==> config.mk <==
export PLATFORM = sky130hd
export DESIGN_NAME = net_settle_top
export DESIGN_NICKNAME = d
export VERILOG_FILES = /design/src/rtl/net_settle_pkg.sv /design/src/rtl/net_gate_table.sv /design/src/rtl/net_resolver.sv /design/src/rtl/net_sweep_ctrl.sv /design/src/rtl/net_settle_top.sv
export SDC_FILE = /design/constraint.sdc
export NUM_CORES = 1
export LEC_CHECK = 0
export BUFFER_PORTS_ARGS = -buffer_cell sky130_fd_sc_hd__buf_2
export CAP_MARGIN = 5
export CORE_MARGIN = 2
export CORE_UTILIZATION = 25
export DETAILED_ROUTE_END_ITERATION = 7
export SLEW_MARGIN = 10
export SYNTH_ARGS = -nofsm -noshare
export SYNTH_HDL_FRONTEND = slang
export SYNTH_SLANG_ARGS = --single-unit
==> constraint.sdc <==
create_clock -name clk_i -period 9.1 [get_ports clk_i]
set_clock_uncertainty 0.05 [all_clocks]
set_input_delay 0.91 -clock clk_i [delete_from_list [all_inputs] [get_ports clk_i]]
set_output_delay 0.91 -clock clk_i [all_outputs]
set_load 0.005 [all_outputs]
==> src/rtl/net_settle_pkg.sv <==
package net_settle_pkg;
  typedef enum logic [2:0] {
    V_Z   = 3'd0,
    V_LO  = 3'd1,
    V_HI  = 3'd2,
    V_CON = 3'd3,
    V_UND = 3'd4
  } val_e;

  typedef enum logic [2:0] {
    OP_NONE = 3'd0,
    OP_NOT  = 3'd1,
    OP_AND  = 3'd2,
    OP_OR   = 3'd3,
    OP_XOR  = 3'd4,
    OP_EN   = 3'd5
  } op_e;

  function automatic logic is_firm(val_e v);
    return (v == V_LO) || (v == V_HI);
  endfunction

  function automatic val_e gate_eval(op_e op, val_e a, val_e b);
    val_e r;
    r = V_UND;
    unique case (op)
      OP_NOT: if (is_firm(a)) r = (a == V_LO) ? V_HI : V_LO;
      OP_AND: begin
        if (a == V_LO || b == V_LO) r = V_LO;
        else if (a == V_HI && b == V_HI) r = V_HI;
      end
      OP_OR: begin
        if (a == V_HI || b == V_HI) r = V_HI;
        else if (a == V_LO && b == V_LO) r = V_LO;
      end
      OP_XOR: if (is_firm(a) && is_firm(b)) r = (a != b) ? V_HI : V_LO;
      OP_EN: begin
        if (a == V_LO) r = V_Z;
        else if (a == V_HI && is_firm(b)) r = b;
      end
      default: r = V_Z;
    endcase
    return r;
  endfunction

  function automatic val_e wire_join(val_e a, val_e b);
    if (a == V_Z) return b;
    if (b == V_Z) return a;
    if (a == V_CON || b == V_CON) return V_CON;
    if (a == V_UND && b == V_UND) return V_UND;
    if (a == V_UND || b == V_UND) return V_CON;
    if (a == b) return a;
    return V_CON;
  endfunction
endpackage

==> src/rtl/net_gate_table.sv <==
module net_gate_table
  import net_settle_pkg::*;
#(
  parameter int NUM_NETS  = 8,
  parameter int NUM_GATES = 8,
  localparam int NET_W  = $clog2(NUM_NETS),
  localparam int GATE_W = $clog2(NUM_GATES)
) (
  input  logic                         clk_i,
  input  logic                         rst_ni,
  input  logic                         we_i,
  input  logic [GATE_W-1:0]            idx_i,
  input  logic [2:0]                   op_i,
  input  logic [NET_W-1:0]             a_i,
  input  logic [NET_W-1:0]             b_i,
  input  logic [NET_W-1:0]             dst_i,
  input  val_e [NUM_NETS-1:0]          nets_i,
  output val_e [NUM_GATES-1:0]         gout_o,
  output logic [NUM_GATES-1:0][NET_W-1:0] gdst_o,
  output logic [NUM_GATES-1:0]         gact_o
);
  op_e              op_q  [NUM_GATES];
  logic [NET_W-1:0] a_q   [NUM_GATES];
  logic [NET_W-1:0] b_q   [NUM_GATES];
  logic [NET_W-1:0] dst_q [NUM_GATES];

  for (genvar g = 0; g < NUM_GATES; g++) begin : g_slot
    always_ff @(posedge clk_i or negedge rst_ni) begin
      if (!rst_ni) begin
        op_q[g]  <= OP_NONE;
        a_q[g]   <= '0;
        b_q[g]   <= '0;
        dst_q[g] <= '0;
      end else if (we_i && idx_i == GATE_W'(g)) begin
        op_q[g]  <= op_e'(op_i);
        a_q[g]   <= a_i;
        b_q[g]   <= b_i;
        dst_q[g] <= dst_i;
      end
    end

    assign gout_o[g] = gate_eval(op_q[g], nets_i[a_q[g]], nets_i[b_q[g]]);
    assign gdst_o[g] = dst_q[g];
    assign gact_o[g] = (op_q[g] != OP_NONE);
  end
endmodule

==> src/rtl/net_resolver.sv <==
module net_resolver
  import net_settle_pkg::*;
#(
  parameter int NUM_NETS  = 8,
  parameter int NUM_GATES = 8,
  localparam int NET_W = $clog2(NUM_NETS)
) (
  input  logic                            clk_i,
  input  logic                            rst_ni,
  input  val_e [NUM_NETS-1:0]             nets_i,
  input  val_e [NUM_NETS-1:0]             usr_i,
  input  val_e [NUM_GATES-1:0]            gout_i,
  input  logic [NUM_GATES-1:0][NET_W-1:0] gdst_i,
  input  logic [NUM_GATES-1:0]            gact_i,
  output val_e [NUM_NETS-1:0]             res_o,
  output logic                            changed_o
);
  always_comb begin
    for (int n = 0; n < NUM_NETS; n++) begin
      val_e acc;
      acc = usr_i[n];
      for (int g = 0; g < NUM_GATES; g++)
        if (gact_i[g] && gdst_i[g] == NET_W'(n)) acc = wire_join(acc, gout_i[g]);
      res_o[n] = acc;
    end
  end

  assign changed_o = (res_o != nets_i);

  // a net with no active gate driver takes exactly its user driver
  for (genvar n = 0; n < NUM_NETS; n++) begin : g_chk
    logic driven;
    always_comb begin
      driven = 1'b0;
      for (int g = 0; g < NUM_GATES; g++)
        if (gact_i[g] && gdst_i[g] == NET_W'(n)) driven = 1'b1;
    end
    a_r6_undriven_follows_user: assert property (@(posedge clk_i) disable iff (!rst_ni)
      !driven |-> res_o[n] == usr_i[n]);
  end
endmodule

==> src/rtl/net_sweep_ctrl.sv <==
module net_sweep_ctrl #(
  parameter int PAUSE_SWEEPS = 23,
  localparam int CNT_W = $clog2(PAUSE_SWEEPS + 1)
) (
  input  logic clk_i,
  input  logic rst_ni,
  input  logic step_i,
  input  logic single_i,
  input  logic cont_i,
  input  logic abort_i,
  input  logic changed_i,
  output logic sweep_o,
  output logic idle_o,
  output logic paused_o,
  output logic done_o,
  output logic settled_o
);
  typedef enum logic [1:0] {S_IDLE, S_RUN, S_PAUSE} st_e;

  st_e             st_q;
  logic            single_q, done_q, settled_q;
  logic [CNT_W-1:0] cnt_q;

  always_ff @(posedge clk_i or negedge rst_ni) begin
    if (!rst_ni) begin
      st_q      <= S_IDLE;
      single_q  <= 1'b0;
      done_q    <= 1'b0;
      settled_q <= 1'b0;
      cnt_q     <= '0;
    end else begin
      done_q    <= 1'b0;
      settled_q <= 1'b0;
      unique case (st_q)
        S_IDLE: if (step_i) begin
          st_q     <= S_RUN;
          single_q <= single_i;
          cnt_q    <= '0;
        end
        S_RUN: begin
          if (!changed_i || single_q) begin
            st_q      <= S_IDLE;
            done_q    <= 1'b1;
            settled_q <= !changed_i;
          end else if (cnt_q == CNT_W'(PAUSE_SWEEPS - 1)) begin
            st_q  <= S_PAUSE;
            cnt_q <= '0;
          end else begin
            cnt_q <= cnt_q + 1'b1;
          end
        end
        S_PAUSE: begin
          if (abort_i) begin
            st_q   <= S_IDLE;
            done_q <= 1'b1;
          end else if (cont_i) begin
            st_q <= S_RUN;
          end
        end
        default: st_q <= S_IDLE;
      endcase
    end
  end

  assign sweep_o   = (st_q == S_RUN);
  assign idle_o    = (st_q == S_IDLE);
  assign paused_o  = (st_q == S_PAUSE);
  assign done_o    = done_q;
  assign settled_o = settled_q;

  a_r7_settled_needs_done: assert property (@(posedge clk_i) disable iff (!rst_ni)
    settled_o |-> done_o);
  a_r9_single_one_sweep: assert property (@(posedge clk_i) disable iff (!rst_ni)
    (sweep_o && single_q) |=> idle_o);
  a_r8_count_bound: assert property (@(posedge clk_i) disable iff (!rst_ni)
    cnt_q < CNT_W'(PAUSE_SWEEPS));
  a_r8_abort_unsettled: assert property (@(posedge clk_i) disable iff (!rst_ni)
    (paused_o && abort_i) |=> (done_o && !settled_o));
endmodule

==> src/rtl/net_settle_top.sv <==
module net_settle_top
  import net_settle_pkg::*;
#(
  parameter int NUM_NETS     = 8,
  parameter int NUM_GATES    = 8,
  parameter int PAUSE_SWEEPS = 23,
  parameter logic [NUM_NETS*3-1:0] USR_INIT = '0,
  localparam int NET_W  = $clog2(NUM_NETS),
  localparam int GATE_W = $clog2(NUM_GATES)
) (
  input  logic                  clk_i,
  input  logic                  rst_ni,
  input  logic                  cfg_we_i,
  input  logic [GATE_W-1:0]     cfg_idx_i,
  input  logic [2:0]            cfg_op_i,
  input  logic [NET_W-1:0]      cfg_a_i,
  input  logic [NET_W-1:0]      cfg_b_i,
  input  logic [NET_W-1:0]      cfg_dst_i,
  input  logic                  usr_we_i,
  input  logic [NET_W-1:0]      usr_idx_i,
  input  logic [2:0]            usr_val_i,
  input  logic                  force_i,
  input  logic [NET_W-1:0]      force_idx_i,
  input  logic [2:0]            force_val_i,
  input  logic                  step_i,
  input  logic                  single_i,
  input  logic                  cont_i,
  input  logic                  abort_i,
  output logic [NUM_NETS*3-1:0] net_o,
  output logic                  busy_o,
  output logic                  paused_o,
  output logic                  done_o,
  output logic                  settled_o
);
  val_e [NUM_NETS-1:0]             net_q, usr_q, res;
  val_e [NUM_GATES-1:0]            gout;
  logic [NUM_GATES-1:0][NET_W-1:0] gdst;
  logic [NUM_GATES-1:0]            gact;
  logic sweep, idle, changed;

  net_gate_table #(.NUM_NETS(NUM_NETS), .NUM_GATES(NUM_GATES)) u_table (
    .clk_i, .rst_ni,
    .we_i(cfg_we_i), .idx_i(cfg_idx_i), .op_i(cfg_op_i),
    .a_i(cfg_a_i), .b_i(cfg_b_i), .dst_i(cfg_dst_i),
    .nets_i(net_q), .gout_o(gout), .gdst_o(gdst), .gact_o(gact)
  );

  net_resolver #(.NUM_NETS(NUM_NETS), .NUM_GATES(NUM_GATES)) u_res (
    .clk_i, .rst_ni,
    .nets_i(net_q), .usr_i(usr_q), .gout_i(gout), .gdst_i(gdst), .gact_i(gact),
    .res_o(res), .changed_o(changed)
  );

  net_sweep_ctrl #(.PAUSE_SWEEPS(PAUSE_SWEEPS)) u_ctrl (
    .clk_i, .rst_ni,
    .step_i, .single_i, .cont_i, .abort_i, .changed_i(changed),
    .sweep_o(sweep), .idle_o(idle), .paused_o, .done_o, .settled_o
  );

  always_ff @(posedge clk_i or negedge rst_ni) begin
    if (!rst_ni) begin
      for (int n = 0; n < NUM_NETS; n++) begin
        net_q[n] <= V_UND;
        usr_q[n] <= val_e'(USR_INIT[n*3 +: 3]);
      end
    end else begin
      if (usr_we_i) usr_q[usr_idx_i] <= val_e'(usr_val_i);
      if (sweep) net_q <= res;
      else if (idle && force_i) net_q[force_idx_i] <= val_e'(force_val_i);
    end
  end

  assign net_o  = net_q;
  assign busy_o = !idle;

  a_r8_frozen_in_pause: assert property (@(posedge clk_i) disable iff (!rst_ni)
    paused_o |=> $stable(net_q));
  a_r11_force_lands: assert property (@(posedge clk_i) disable iff (!rst_ni)
    (idle && force_i) |=> net_q[$past(force_idx_i)] == val_e'($past(force_val_i)));
  a_r7_idle_holds: assert property (@(posedge clk_i) disable iff (!rst_ni)
    (idle && !force_i) |=> $stable(net_q));
endmodule

==> results of run 1 <==
kinds of logic (layout without fill, tap and decap cells):
family | Yosys count | in the layout | synth area share
and+or+nand+nor | 1041 | 1041 | 0.253
AOI/OAI and AO/OA | 838 | 838 | 0.298
muxes | 293 | 293 | 0.202
buffers and inverters | 250 | 225 | 0.0464
DFF | 154 | 154 | 0.177
xor gates and xnor gates | 45 | 45 | 0.0181
adders and majority gates | 9 | 9 | 0.00482
other | 0 | 1 | 0
cells in the mapped netlist (25+ instances only):
library cell	instances	area, um^2
nand3_1	95	475
or2_2	25	156
mux4_2	100	2250
nand4_1	30	188
nor2b_1	43	269
dfrtp_1	146	3650
or3_1	29	181
a211oi_1	48	360
nand2b_1	39	244
a21o_1	37	278
a31oi_1	48	300
xnor2_1	25	219
and2_1	36	225
clkbuf_1	138	518
o22ai_1	28	175
o211ai_1	40	300
a21oi_1	104	521
buf_2	31	155
and3_1	42	263
nor3_1	87	435
nor2_1	233	875
inv_1	58	218
o21ai_0	98	490
nor4_1	27	169
nand2_1	222	833
mux2i_1	58	581
mux2_2	127	1430
layout by cell type (no fill, tap or decap), drive strengths merged, types with 20 or more instances in the layout:
cell    count
nor2      234
o211ai     44
nor2b      43
mux4      100
o31ai      24
a21oi     108
nor3b      20
nand3b     22
inv        64
or3        30
nand4      32
and3       42
dfrtp     146
xnor2      25
a21o       37
nor3       90
o21a       23
or2        30
a211oi     54
nand2b     39
nor4       33
buf       134
nand2     222
mux2i      63
o21ai     121
o22ai      28
mux2      130
a311oi     20
nand3      98
and2       36
a31oi      53
xor2       20
sequential cells by signal, indices dropped and copies added, names as in the netlist:
| signal | count |
|---|---|
| net_o | 24 |
| u_table.a_q | 24 |
| u_table.b_q | 24 |
| u_table.gdst_o | 24 |
| u_table.op_q | 24 |
| usr_q | 24 |
| u_ctrl.cnt_q | 5 |
| u_ctrl.st_q | 2 |
| u_ctrl.done_o | 1 |
| u_ctrl.settled_o | 1 |
| u_ctrl.single_q | 1 |
critical path: stages, from the launching register on:
cell       delay [ns]
dfrtp_1          0.67
mux4_2           0.58
mux2_4           0.33
nor3_2           0.28
a211o_1          0.30
o211ai_4         0.15
nor3_4           0.72
a31oi_2          0.28
a2111oi_0        0.67
and2_1           0.30
a2bb2oi_2        0.14
nor4_1           0.60
a211oi_1         0.18
a2111o_1         0.42
a211o_1          0.32
a2111oi_2        0.47
nor2_1           0.18
mux2i_1          0.15
a31oi_1          0.56
nand3_1          0.15
nand4_1          0.24
nor3_4           0.11
or4_4            0.51
o31ai_2          0.19
power by group through the flow:
stage / logic [mW] / clock network (mW) / registers, mW
4_1_cts: 7.06 / 0.808 / 1.38
5_1_grt: 7.75 / 0.837 / 1.43
2_1_floorplan: 5.27 / 0 / 1.04
3_3_place_gp: 7.02 / 0 / 1.38
3_5_place_dp: 7.03 / 0 / 1.39
6_report: 7.31 / 0.799 / 1.41
area by class of cell:
| class | count | share of cell area |
|---|---|---|
| diodes | 1 | 0.000104 |
| clock buffers | 19 | 0.0189 |
| clock inverters | 13 | 0.00735 |
| inverters | 59 | 0.00923 |
| multi-input cells | 2226 | 0.708 |
| flip-flops and latches | 154 | 0.161 |
| well taps | 1155 | 0.0602 |
| repair buffers | 134 | 0.0356 |
layer usage:
layer	track usage	vias to the layer above	share of wire
met3	0.0470	262	0.11
met2	0.281	1403	0.42
met4	0.0858	4	0.048
met5	0	-	0.00035
met1	0.256	11200	0.42
li1	-	10300	-
per-stage QoR:
step	std cells	hold WS (ns)	power (mW)	utilization	setup slack, ns
after CTS	3760	0.491	9.24	0.277	0.378
after global placement	3728	0.479	8.40	0.270	0.394
final	3761	0.500	9.52	0.277	0.454
after floorplan	2630	0.435	6.31	-	2.06
after detailed placement	3728	0.480	8.41	0.270	0.390
after global routing	3760	0.500	10.0	0.277	0.0222
worst min path at each step:
stage	startpoint	endpoint	cells past startpoint	slack [ns]
final	u_ctrl.cnt_q[4]$_DFFE_PN0P_	u_ctrl.cnt_q[4]$_DFFE_PN0P_	1	0.50
after CTS	u_ctrl.cnt_q[4]$_DFFE_PN0P_	u_ctrl.cnt_q[4]$_DFFE_PN0P_	1	0.49
after floorplan	u_ctrl.cnt_q[4]$_DFFE_PN0P_	u_ctrl.cnt_q[4]$_DFFE_PN0P_	1	0.43
after global routing	u_ctrl.cnt_q[4]$_DFFE_PN0P_	u_ctrl.cnt_q[4]$_DFFE_PN0P_	1	0.50
after global placement	u_ctrl.cnt_q[4]$_DFFE_PN0P_	u_ctrl.cnt_q[4]$_DFFE_PN0P_	1	0.48
after detailed placement	u_ctrl.cnt_q[4]$_DFFE_PN0P_	u_ctrl.cnt_q[4]$_DFFE_PN0P_	1	0.48
what timing repair did:
| item | 4_1_cts | 5_1_grt |
|---|---|---|
| endpoints found under the setup margin | 0 | 9 |
| buffers inserted | 0 | 0 |
| endpoints found under the hold margin | 0 | 0 |
| resized for setup | 0 | 2 |
==> metrics.md, run 1 <==
| Metric | Value |
|---|---|
| Global-route wire length before repair | `between 100000 and 150000 um` |
| Total non-filler cell area in the finished layout | `24000 um^2` |
| Worst setup startpoint | `net_o[22]$_DFFE_PN0P_` |
| Placer Congestion | `roughly 1` |
| Number of enable flip-flop cells after synthesis | `0` |
| Worst Setup Path Type | `reg -> reg` |
| First-pass detailed-route iteration total | `8` |
| Arrival time of data at the critical path endpoint | `about 9 ns` |
| Vias | `23200` |
| Main flop type after synthesis | `dfrtp_1` |
| Post-synthesis instance area | `between 20000 and 25000 um^2` |
| Count of fill cells added during filler insertion | `roughly 9000` |
| Total CTS buffers | `17` |
| Total die area | `~90000 um^2` |
| Gate count of the mapped netlist | `about 2600` |
| Core area | `around 87000 um^2` |
| Multi-input gate area in the final layout | `about 17000 um^2` |
| Tightest Pin Transition | `between 1 and 1.5 ns` |
| Average wire per cell in the routed design | `~23 um` |
| Outcome | `finished clean` |
| HPWL reported at the end of detailed placement | `around 66000 um` |
| R2r worst-path depth | `23` |
| CTS Hold Buffers Added | `0` |
| Pin count of the biggest net entering global routing | `91` |
| Shortest clock period the worst path allows after layout | `8.65 ns` |
| Unrepaired setup endpoints after global routing | `false` |
| Peak clock frequency supported by timing | `about 120 MHz` |
| Deepest level of the CTS H-tree | `4` |
| Clock buffer depth | `2` |
| Power density over the cells | `just under 400 nW/um^2` |
| Post-Route Setup TNS | `0 ns` |
| Clk_lat worst skew | `approximately 0.47 ns` |
| Static power due to leakage | `about 8.6 nW` |
| Slew Viols, Final | `0` |
| Placed cell areas | `approximately 23000 um^2` |
| Share of final-layout standard cells stronger than drive strength 1 | `0.209` |
| Worst setup slack for register-to-register paths | `~0.45 ns` |
| Number of standard-cell rows in the floorplan | `~110` |
| Chip height | `between 200 and 300 um` |
| Clock slew at the register clock pins of the worst setup and hold paths | `roughly 0.08 ns` |
| Final wirelength | `slightly below 90000 um` |
| Number of DRC markers after the initial detailed-route iteration | `~2700` |
| Max-Cap Viols | `0` |
| Total Nets Final | `2634` |
| Area occupied by registers | `roughly 3900 um^2` |
| Synthesis-to-layout area growth | `9.99%` |
| Fraction of the cycle the final worst path needs | `0.950` |
| Switching power share of the total | `0.576` |
| Overall die width | `between 200 and 300 um` |
| Number of antenna violations at the first check in global routing | `3` |
| Kind of capture point of the worst setup path | `flip-flop` |
| CP startpoint kind | `flip-flop` |
| Effective utilization at floorplan | `0.252` |
| Maximum net fanout on the critical path | `17` |
| TritonCTS clock tree | `done` |
| Register share of total power | `0.148` |
| Total setup violations reported at the end of the flow | `0` |
| Number of global-route vias before repair | `between 20000 and 25000` |
| Switching power | `around 5.5 mW` |
| Power Internal | `roughly 4.0 mW` |
| Root buffer cell | `clkbuf_16` |
| Unique cell type count in the Yosys netlist | `around 140` |
| HP Class | `reg -> reg` |
| Avg Inst Size Synth | `8.30 um^2` |
| Required time at the worst-slack endpoint | `~9.4 ns` |
| Overall global routing resource usage | `0.189` |
| Syn Nets | `roughly 2700` |
| GRT overflow | `0` |
| Share of synthesized area occupied by flip-flops and latches | `0.177` |
| Capturing point of the worst reg2reg path | `u_ctrl.cnt_q[4]$_DFFE_PN0P_` |
| FF-to-FF Start | `net_o[22]$_DFFE_PN0P_` |
| Routed Antenna Nets | `0` |
| Last element of the critical path | `u_ctrl.cnt_q[4]$_DFFE_PN0P_` |
| Hold violation count in the final report | `0` |
| DR vias/cell | `approximately 6` |
| Sink count of the clock tree | `around 150` |
| Synthesis-stage register bit count | `between 150 and 200` |
| Max transition margin | `0.219` |
| Relative contribution of combinational cells to total power | `0.768` |
| FFs w/ async S/R, synth | `1.00` |
| Top-level I/O count | `64` |
| Quantity of I/O buffers inserted on ports | `63` |
| Remaining routing DRC violations | `0` |
| Total of warnings raised by yosys | `0` |
| Max rail drop VDD | `between 0.15 and 0.2 mV` |
| Part of the total power dissipated in the clock network | `0.084` |
No activity file was read; power rests on OpenSTA's default activity.
==> inputs of run 2 (changes only) <==
--- a/config.mk
+++ b/config.mk
@@ -6,5 +6,5 @@
 export NUM_CORES = 1
 export LEC_CHECK = 0
-export BUFFER_PORTS_ARGS = -buffer_cell sky130_fd_sc_hd__buf_2
+export BUFFER_PORTS_ARGS = -buffer_cell sky130_fd_sc_hd__buf_4
 export CAP_MARGIN = 5
 export CORE_MARGIN = 2
==> constraint.sdc (replaced) <==
create_clock -name clk_i -period 9.1 [get_ports clk_i]
set_clock_uncertainty 0.05 [all_clocks]
set_input_delay 1.82 -clock clk_i [delete_from_list [all_inputs] [get_ports clk_i]]
set_output_delay 1.82 -clock clk_i [all_outputs]
set_load 0.005 [all_outputs]
==> run 2 against run 1 <==
Against the previous run: combinational power fell by 1%; core utilization up 0.20 points; critical path depth is 1 higher; routed wire length shrank 1.4%; sequential power grew 6%; hold slack lost 0.0028 ns; clock power decreased by 2%; via count hardly changed; non-clock buffer count is 2 higher; die area is the same; register-to-register slack worse by 0.05 ns; cell area rose by 0.72%.
==> metrics.md, run 2 (synthesis results as in run 1) <==
| Metric | Value |
|---|---|
| Kind of capture point of the worst setup path | `flip-flop` |
| Outcome | `finished clean` |
| Clk_lat worst skew | `0.50 ns` |
| Peak clock frequency supported by timing | `about 110 MHz` |
| Number of antenna violations at the first check in global routing | `2` |
| Global-route wire length before repair | `131000 um` |
| Vias | `23200` |
| DR vias/cell | `about 6` |
| Effective utilization at floorplan | `0.252` |
| Multi-input gate area in the final layout | `between 15000 and 20000 um^2` |
| Number of global-route vias before repair | `about 21000` |
| Quantity of I/O buffers inserted on ports | `63` |
| Unrepaired setup endpoints after global routing | `false` |
| Max rail drop VDD | `around 0.16 mV` |
| Pin count of the biggest net entering global routing | `83` |
| Clock slew at the register clock pins of the worst setup and hold paths | `0.08 ns` |
| Shortest clock period the worst path allows after layout | `~8.7 ns` |
| HP Class | `reg -> reg` |
| HPWL reported at the end of detailed placement | `between 60000 and 70000 um` |
| Tightest Pin Transition | `around 1.2 ns` |
| Total Nets Final | `about 2600` |
| Slew Viols, Final | `0` |
| Chip height | `about 300 um` |
| Placer Congestion | `0.988` |
| Max-Cap Viols | `0` |
| Core area | `roughly 87000 um^2` |
| Final wirelength | `86600 um` |
| Top-level I/O count | `64` |
| Required time at the worst-slack endpoint | `between 9 and 10 ns` |
| Average wire per cell in the routed design | `approximately 23 um` |
| Total CTS buffers | `17` |
| Routed Antenna Nets | `0` |
| Number of standard-cell rows in the floorplan | `~110` |
| Overall global routing resource usage | `0.187` |
| Sink count of the clock tree | `roughly 150` |
| Remaining routing DRC violations | `0` |
| Total die area | `89600 um^2` |
| Max transition margin | `0.190` |
| CP startpoint kind | `flip-flop` |
| Synthesis-to-layout area growth | `10.8%` |
| Total setup violations reported at the end of the flow | `0` |
| CTS Hold Buffers Added | `0` |
| Arrival time of data at the critical path endpoint | `9.03 ns` |
| Deepest level of the CTS H-tree | `4` |
| Clock buffer depth | `2` |
| Maximum net fanout on the critical path | `18` |
| First-pass detailed-route iteration total | `6` |
| Post-Route Setup TNS | `0 ns` |
| GRT overflow | `0` |
| Power density over the cells | `approximately 390 nW/um^2` |
| Finished Core Util | `0.279` |
| Area occupied by registers | `3860 um^2` |
| TritonCTS clock tree | `done` |
| Count of fill cells added during filler insertion | `9265` |
| Worst setup slack for register-to-register paths | `0.40 ns` |
| Commonest non-fill, non-tap cell in the layout | `nor2_1` |
| Static power due to leakage | `~8.7 nW` |
| Share of final-layout standard cells stronger than drive strength 1 | `0.210` |
| Number of DRC markers after the initial detailed-route iteration | `approximately 2800` |
| Root buffer cell | `clkbuf_16` |
| Hold violation count in the final report | `0` |
| Fraction of the cycle the final worst path needs | `0.956` |
| Overall die width | `299 um` |
| Worst Setup Path Type | `reg -> reg` |
| Most frequent cells in the layout | `nor2_1, nand2_1, dfrtp_1` |
run 2: changes by cell type in the layout (fill, tap and decap cells not counted), sizes merged:
cell / change
bufinv: -2
clkbuf: -2
clkinvlp: -2
inv: +1
clkinv: +5
buf: +2
run 2: power by group:
part / switching (mW) / internal, mW / total [mW]
clock network: 0.388 / 0.398 / 0.786
logic: 4.47 / 2.77 / 7.24
registers: 0.620 / 0.881 / 1.50
total: 5.48 / 4.05 / 9.53
run 2: what timing repair did:
item / 4_1_cts / 5_1_grt
endpoints found under the setup margin: 0 / 9
setup buffers: 0 / 5
gates resized for setup: 0 / 5
run 2: worst paths after layout:
check / depth (start not counted) / startpoint / end
setup / recovery: 24 / net_o[17]$_DFFE_PN1P_ / u_ctrl.st_q[1]$_DFFE_PN0P_
min in group asynchronous: 1 / rst_ni / u_table.op_q[16]$_DFFE_PN0P_
setup reg to reg: 24 / net_o[17]$_DFFE_PN1P_ / u_ctrl.st_q[1]$_DFFE_PN0P_
hold / removal: 1 / u_ctrl.cnt_q[4]$_DFFE_PN0P_ / u_ctrl.cnt_q[4]$_DFFE_PN0P_
hold reg to reg: 1 / u_ctrl.cnt_q[4]$_DFFE_PN0P_ / u_ctrl.cnt_q[4]$_DFFE_PN0P_
max in group asynchronous: 2 / rst_ni / u_table.gdst_o[23]$_DFFE_PN0P_
run 2: critical path, stage by stage (launching register included):
cell,delay [ns]
dfstp_2,0.94
mux2i_1,0.21
and3_1,0.23
o41ai_2,0.62
nand2_1,0.12
a2111oi_1,0.69
a211o_2,0.40
nor2_1,0.18
o21ai_1,0.26
nand2_1,0.19
a221o_1,0.38
o32ai_2,0.39
o2111ai_1,0.30
and2_1,0.28
o2111ai_1,0.38
nand2_1,0.16
a32o_1,0.33
a221oi_1,0.55
o311ai_2,0.28
xnor2_1,0.33
nor4_2,0.34
nand4_2,0.18
nor3_4,0.39
o31ai_1,0.15
a22o_1,0.24
run 2: layout make-up:
cell class / instances / share of cell area
Antenna cell: 1 / 0.000104
Clock buffer: 17 / 0.0176
Clock inverter: 15 / 0.00833
Inverter: 59 / 0.00916
Multi-Input combinational cell: 2226 / 0.703
Sequential cell: 154 / 0.160
Tap cell: 1155 / 0.0598
Timing Repair Buffer: 136 / 0.0424
run 2: per-stage QoR:
| stage | instances | worst slack (ns) | area, um^2 | hold WS, ns | total power [mW] |
|---|---|---|---|---|---|
| 4_1_cts | 3757 | 0.355 | 24100 | 0.501 | 9.24 |
| 2_1_floorplan | 2630 | 2.06 | 21800 | 0.435 | 6.31 |
| 3_5_place_dp | 3725 | 0.357 | 23500 | 0.488 | 8.42 |
| 3_3_place_gp | 3725 | 0.291 | 23500 | 0.481 | 8.39 |
| 5_1_grt | 3762 | 0.0327 | 24200 | 0.520 | 10.1 |
| 6_report | 3763 | 0.400 | 24200 | 0.497 | 9.53 |
run 2: routing by layer:
metal / share of wire / GRT usage / routed length, um
met5: 0.00015 / 0 / 13
met4: 0.044 / 0.0861 / 3800
met3: 0.096 / 0.0410 / 8310
met2: 0.43 / 0.280 / 37300
met1: 0.43 / 0.255 / 37200
